### config.mk
export PLATFORM = sky130hd
export DESIGN_NAME = trip_sequencer
export DESIGN_NICKNAME = d
export VERILOG_FILES = /design/src/rtl/trip_pkg.sv /design/src/rtl/trip_blank.sv /design/src/rtl/trip_prio.sv /design/src/rtl/trip_fsm.sv /design/src/rtl/trip_sequencer.sv
export SDC_FILE = /design/constraint.sdc
export NUM_CORES = 1
export LEC_CHECK = 0
export BUFFER_PORTS_ARGS = -buffer_cell sky130_fd_sc_hd__buf_2
export CAP_MARGIN = 10
export CORE_MARGIN = 8
export CORE_UTILIZATION = 56
export CTS_CLUSTER_DIAMETER = 200
export DETAILED_ROUTE_END_ITERATION = 10
export PLACE_DENSITY = 0.9
export SETUP_SLACK_MARGIN = 0.1
export SLEW_MARGIN = 15
export SYNTH_ARGS = -nofsm -noshare
export SYNTH_HDL_FRONTEND = slang
export SYNTH_SLANG_ARGS = --single-unit
### constraint.sdc
create_clock -name clk -period 3.31 [get_ports clk]
set_input_delay 0.662 -clock clk [delete_from_list [all_inputs] [get_ports clk]]
set_output_delay 0.662 -clock clk [all_outputs]
set_load 0.005 [all_outputs]
### src/rtl/trip_pkg.sv
package trip_pkg;
  typedef enum logic [2:0] {
    ST_ARMED  = 3'd0,
    ST_BLOCK  = 3'd1,
    ST_OPEN   = 3'd2,
    ST_REPORT = 3'd3,
    ST_HOLD   = 3'd4
  } seq_state_t;
endpackage

### src/rtl/trip_blank.sv
module trip_blank #(
  parameter int CW = 4
) (
  input  logic          clk,
  input  logic          rst,
  input  logic          fault_i,
  input  logic [CW-1:0] len_i,
  output logic          qual_o
);
  localparam logic [CW-1:0] CMAX = '1;

  logic [CW-1:0] cnt;
  logic [CW-1:0] need_m1;

  // zero length behaves like one cycle
  always_comb need_m1 = (len_i == '0) ? '0 : len_i - CW'(1);

  always_ff @(posedge clk) begin
    if (rst) begin
      cnt    <= '0;
      qual_o <= 1'b0;
    end else begin
      qual_o <= fault_i && (cnt >= need_m1);
      if (!fault_i)         cnt <= '0;
      else if (cnt != CMAX) cnt <= cnt + CW'(1);
    end
  end

  assert_qual_needs_input_R1: assert property (@(posedge clk) disable iff (rst)
    qual_o |-> $past(fault_i));
  assert_drop_clears_R2: assert property (@(posedge clk) disable iff (rst)
    (!fault_i) |=> !qual_o);
endmodule

### src/rtl/trip_prio.sv
module trip_prio #(
  parameter int NF = 6,
  parameter int SW = 3
) (
  input  logic          clk,
  input  logic          rst,
  input  logic          capture_i,
  input  logic          clear_i,
  input  logic [NF-1:0] qual_i,
  output logic [SW-1:0] src_o,
  output logic          valid_o
);
  logic [SW-1:0] pick;

  always_comb begin
    pick = '0;
    for (int i = NF - 1; i >= 0; i--) begin
      if (qual_i[i]) pick = SW'(i);
    end
  end

  always_ff @(posedge clk) begin
    if (rst || clear_i) begin
      src_o   <= '0;
      valid_o <= 1'b0;
    end else if (capture_i && !valid_o && (|qual_i)) begin
      src_o   <= pick;
      valid_o <= 1'b1;
    end
  end

  assert_src_held_R5: assert property (@(posedge clk) disable iff (rst)
    (valid_o && $past(valid_o)) |-> $stable(src_o));
endmodule

### src/rtl/trip_fsm.sv
module trip_fsm
  import trip_pkg::*;
#(
  parameter int TW = 8
) (
  input  logic          clk,
  input  logic          rst,
  input  logic          any_qual_i,
  input  logic          aux_open_i,
  input  logic          clr_i,
  input  logic          faults_idle_i,
  input  logic [TW-1:0] tmo_i,
  output seq_state_t    state_o,
  output logic          clear_o,
  output logic          gate_block_o,
  output logic          brk_open_o,
  output logic          evt_o,
  output logic          fail_o
);
  logic [TW-1:0] tmr;
  logic [TW-1:0] lim_m1;

  always_comb lim_m1 = (tmo_i == '0) ? '0 : tmo_i - TW'(1);
  always_comb clear_o = (state_o == ST_HOLD) && clr_i && faults_idle_i;

  always_ff @(posedge clk) begin
    if (rst) begin
      state_o <= ST_ARMED;
      tmr     <= '0;
      fail_o  <= 1'b0;
    end else begin
      unique case (state_o)
        ST_ARMED: if (any_qual_i) state_o <= ST_BLOCK;
        ST_BLOCK: begin
          state_o <= ST_OPEN;
          tmr     <= '0;
        end
        ST_OPEN: begin
          if (aux_open_i) begin
            state_o <= ST_REPORT;
          end else if (tmr == lim_m1) begin
            fail_o  <= 1'b1;
            state_o <= ST_REPORT;
          end else begin
            tmr <= tmr + TW'(1);
          end
        end
        ST_REPORT: state_o <= ST_HOLD;
        ST_HOLD: if (clear_o) begin
          state_o <= ST_ARMED;
          fail_o  <= 1'b0;
        end
        default: state_o <= ST_ARMED;
      endcase
    end
  end

  always_comb begin
    gate_block_o = (state_o != ST_ARMED);
    brk_open_o   = (state_o == ST_OPEN) || (state_o == ST_REPORT) || (state_o == ST_HOLD);
    evt_o        = (state_o == ST_REPORT);
  end

  assert_block_held_R3: assert property (@(posedge clk) disable iff (rst)
    (gate_block_o && !clear_o) |=> gate_block_o);
  assert_open_after_block_R4: assert property (@(posedge clk) disable iff (rst)
    $rose(brk_open_o) |-> $past(gate_block_o));
  assert_evt_single_R6: assert property (@(posedge clk) disable iff (rst)
    evt_o |=> !evt_o);
  assert_fail_blocks_R7: assert property (@(posedge clk) disable iff (rst)
    fail_o |-> gate_block_o);
  assert_clear_only_idle_R8: assert property (@(posedge clk) disable iff (rst)
    $fell(gate_block_o) |-> $past(faults_idle_i));
endmodule

### src/rtl/trip_sequencer.sv
module trip_sequencer
  import trip_pkg::*;
#(
  parameter int NF = 6,
  parameter int CW = 4,
  parameter int TW = 8,
  localparam int SW = (NF > 1) ? $clog2(NF) : 1
) (
  input  logic             clk,
  input  logic             rst,
  input  logic [NF-1:0]    fault_in,
  input  logic [NF*CW-1:0] blank_cfg,
  input  logic [TW-1:0]    tmo_cfg,
  input  logic             aux_open,
  input  logic             block_close,
  input  logic             trip_clr,
  output logic             gate_block,
  output logic             brk_open,
  output logic             close_permit,
  output logic             evt_valid,
  output logic [SW-1:0]    evt_src,
  output logic             evt_fail,
  output logic [SW+4:0]    status
);
  logic [NF-1:0] qual;
  logic          src_valid;
  logic          clear;
  seq_state_t    state;

  for (genvar g = 0; g < NF; g++) begin : g_blank
    trip_blank #(.CW(CW)) u_blank (
      .clk     (clk),
      .rst     (rst),
      .fault_i (fault_in[g]),
      .len_i   (blank_cfg[g*CW +: CW]),
      .qual_o  (qual[g])
    );
  end

  trip_prio #(.NF(NF), .SW(SW)) u_prio (
    .clk       (clk),
    .rst       (rst),
    .capture_i (state == ST_ARMED),
    .clear_i   (clear),
    .qual_i    (qual),
    .src_o     (evt_src),
    .valid_o   (src_valid)
  );

  trip_fsm #(.TW(TW)) u_fsm (
    .clk           (clk),
    .rst           (rst),
    .any_qual_i    (|qual),
    .aux_open_i    (aux_open),
    .clr_i         (trip_clr),
    .faults_idle_i (fault_in == '0),
    .tmo_i         (tmo_cfg),
    .state_o       (state),
    .clear_o       (clear),
    .gate_block_o  (gate_block),
    .brk_open_o    (brk_open),
    .evt_o         (evt_valid),
    .fail_o        (evt_fail)
  );

  always_ff @(posedge clk) begin
    if (rst) close_permit <= 1'b0;
    else     close_permit <= (state == ST_ARMED) && !block_close && (fault_in == '0);
  end

  assign status = {evt_fail, src_valid, evt_src, state};

  assert_permit_blocked_R9: assert property (@(posedge clk) disable iff (rst)
    close_permit |-> (!$past(block_close) && ($past(fault_in) == '0)));
  assert_evt_has_src_R6: assert property (@(posedge clk) disable iff (rst)
    evt_valid |-> src_valid);
endmodule

==> metrics <==
placed inst area 0.003480 mm²; Setup violations, final 0; Synth Area in Adders 0.1266; endpoint class of the critical path register; reg-to-reg setup timing slack 0.97 ns; Rows 27; drt pass-1 iters 4; post-synthesis sequential area ratio 0.2975; Pleak 1.619 nW; Syn Nets 470; post-route setup slack 0.4345 ns; DRT iter0 DRCs 114; combinational family with the most area after synthesis simple AND/OR/NAND/NOR gates; largest net degree at the start of global routing 17; worst path bufs/invs 2; Core Region 0.005473 mm²; Design Area, Final 0.003597 mm²; fin nets 524; Setup Buffers After CTS 0; gr ovfl total 0; CTS buffer count 5; Max Clock Skew 0.005014 ns; Max Cap Violations 0; CTS Hold Buffers Added 0; Mapped Area 0.003163 mm²; area grow syn2layout 13.73%; Die Y 91.16 µm; input/output buffers 58; CTS tree yes; Period minus WS final 2.875 ns; share of the synthesized area in the top cell type 0.2975; Synth Area in Compound Gates 0.1721; CP Max Fanout 8; clk slew on worst S/H paths 0.08 ns; vias in the first global route 3,012; post-synthesis mux area share 0.04628; fin crit share 0.8687; Starting Density 0.5780; routed length per instance 14.25 µm; Post-DRT Antenna Nets 0; count of pins over their slew limit 0; Worst-Skew Late Latency 0.30 ns; RSZ-0062 raised after global routing false; first-pass GRT wire length 12.78 mm; Routed WL 7.437 mm; H-tree depth 2; DIE AREA 0.008309 mm²; gp weighted congestion 0.8889; most common cell after layout, fill and taps aside nor2_1; die width 91.16 µm; Synth Instances 395; Max stage delay on crit path 0.53 ns; Startpoint Class input pin; Simple-Gate Fraction of Synth Area 0.2737; Pwr Density 403.8 mW/mm²; YS warnings 0; Worst Tran Pin Value 0.5339 ns; Yosys reg bits 47; Slew HR 0.6349; Sink Count 47; Final Hold Viols 0; post-synthesis xor/xnor area fraction 0.03877; largest area contributor in the netlist dfxtp_1; slowest CP cell or4b_1; TNS Setup 0 ns; most frequent cells in the layout nor2_1, buf_2, dfxtp_1; Post-route DRC 0; worst path cell trace buf_2 > inv_1 > ha_1 > or4b_1 > or4_1 > a311oi_2 > a21oi_2 > nand4_1 > mux2i_1; delay-heaviest family, CP simple AND/OR/NAND/NOR gates; initial antenna violation count 0; layout cells sized above 1 0.1778; CP required 3.54 ns; drt via density 5.774; maximum vdd ir drop 0.2475 mV; CP arrival 3.10 ns; post-synth cell types 48; critical path class in -> reg; DP HPWL 5.899 mm; mean post-synth cell area 8.008 µm²; largest cells by area after synthesis dfxtp_1, ha_1, nor2_1; status completed; clock buffer depth 2; HP Class reg -> reg; CTS-repair resized insts 0; pre-CTS setup slack 0.1509 ns; I/O pin total 59; GRT Total Usage 0.1788; routed via count 3,014; Root Driver clkbuf_8; antenna cells 0; Max Freq 347.8 MHz
==> kinds of logic (layout without fill, tap and decap cells) <==
| logic type | after synthesis | in the layout |
|---|---|---|
| AND/OR/NAND/NOR | 180 | 180 |
| AO/OA/AOI/OAI | 78 | 78 |
| flip-flops | 47 | 47 |
| adder cells (fa/ha/maj) | 32 | 32 |
| buffers and inverters | 30 | 85 |
| XOR/XNOR | 14 | 14 |
| multiplexers | 14 | 14 |
==> worst paths after layout <==
check                               to  cells past startpoint                      start
max          u_fsm.tmr[3]$_SDFFE_PP0P_                      9                 tmo_cfg[0]
min          u_fsm.fail_o$_SDFFE_PP0P_                      2  u_fsm.fail_o$_SDFFE_PP0P_
max reg2reg  u_fsm.tmr[3]$_SDFFE_PP0P_                      7  u_fsm.tmr[1]$_SDFFE_PP0P_
min reg2reg  u_fsm.fail_o$_SDFFE_PP0P_                      2  u_fsm.fail_o$_SDFFE_PP0P_
==> state kept, by name, indices dropped and copies added (netlist names) <==
register and count:
close_permit 1, g_blank.u_blank.cnt 24, g_blank.u_blank.qual_o 6, u_fsm.fail_o 1, u_fsm.state_o 3, u_fsm.tmr 8, u_prio.src_o 3, u_prio.valid_o 1
==> worst reg2reg max path, delay by kind of cell, from the launching register on <==
kind	cells	cell delay, ns
AO/OA/AOI/OAI	3	0.80
XOR/XNOR	1	0.26
flip-flops	1	0.44
multiplexers	1	0.19
AND/OR/NAND/NOR	2	0.58
==> report_power, final <==
group | internal [mW] | switching [mW]
Sequential | 0.598 | 0.0478
Clock | 0.244 | 0.185
Combinational | 0.164 | 0.214
==> cells in the mapped netlist (all sizes together) <==
library cell	n
a2111oi	3
a211oi	4
a21o	12
a21oi	20
a221o	1
a221oi	1
a222oi	1
a311oi	1
a31o	1
a31oi	8
and3	1
and3b	1
buf	8
clkbuf	5
dfxtp	47
ha	32
inv	17
mux2	5
mux2i	9
nand2	23
nand2b	14
nand3	16
nand4	4
nor2	72
nor2b	2
nor3	24
nor3b	4
nor4	3
nor4b	1
nor4bb	1
o211ai	3
o21a	8
o21ai	5
o21bai	1
o31ai	7
o32ai	1
o41ai	1
or2	2
or3	6
or4	5
or4b	1
xnor2	12
xor2	2
==> through the flow <==
| step | hold slack (ns) | util | power, mW | instances |
|---|---|---|---|---|
| 2_1_floorplan | 0.4611 | - | 0.8954 | 395 |
| 3_3_place_gp | 0.4701 | 0.6358 | 1.016 | 514 |
| 3_5_place_dp | 0.4767 | 0.6358 | 1.033 | 514 |
| 4_1_cts | 0.5016 | 0.6573 | 1.458 | 522 |
| 5_1_grt | 0.5190 | 0.6573 | 1.538 | 522 |
| 6_report | 0.5046 | 0.6573 | 1.453 | 522 |
==> final cells by class <==
class,instances,area (µm²)
Sequential cell,47,940.9
Inverter,17,63.81
Fill cell,479,1876
Clock inverter,2,35.03
Timing Repair Buffer,60,305.3
Multi-Input combinational cell,318,2079
Tap cell,72,90.09
Clock buffer,6,82.58
==> metal layers <==
layer	vias up	track usage	wire [µm]
li1	1536	-	-
met1	1411	0.1909	3109
met2	57	0.3386	3898
met3	10	0.04362	324
met4	0	0.04911	105
met5	-	0	0
Note: power is estimated with default switching activity, not from simulation.
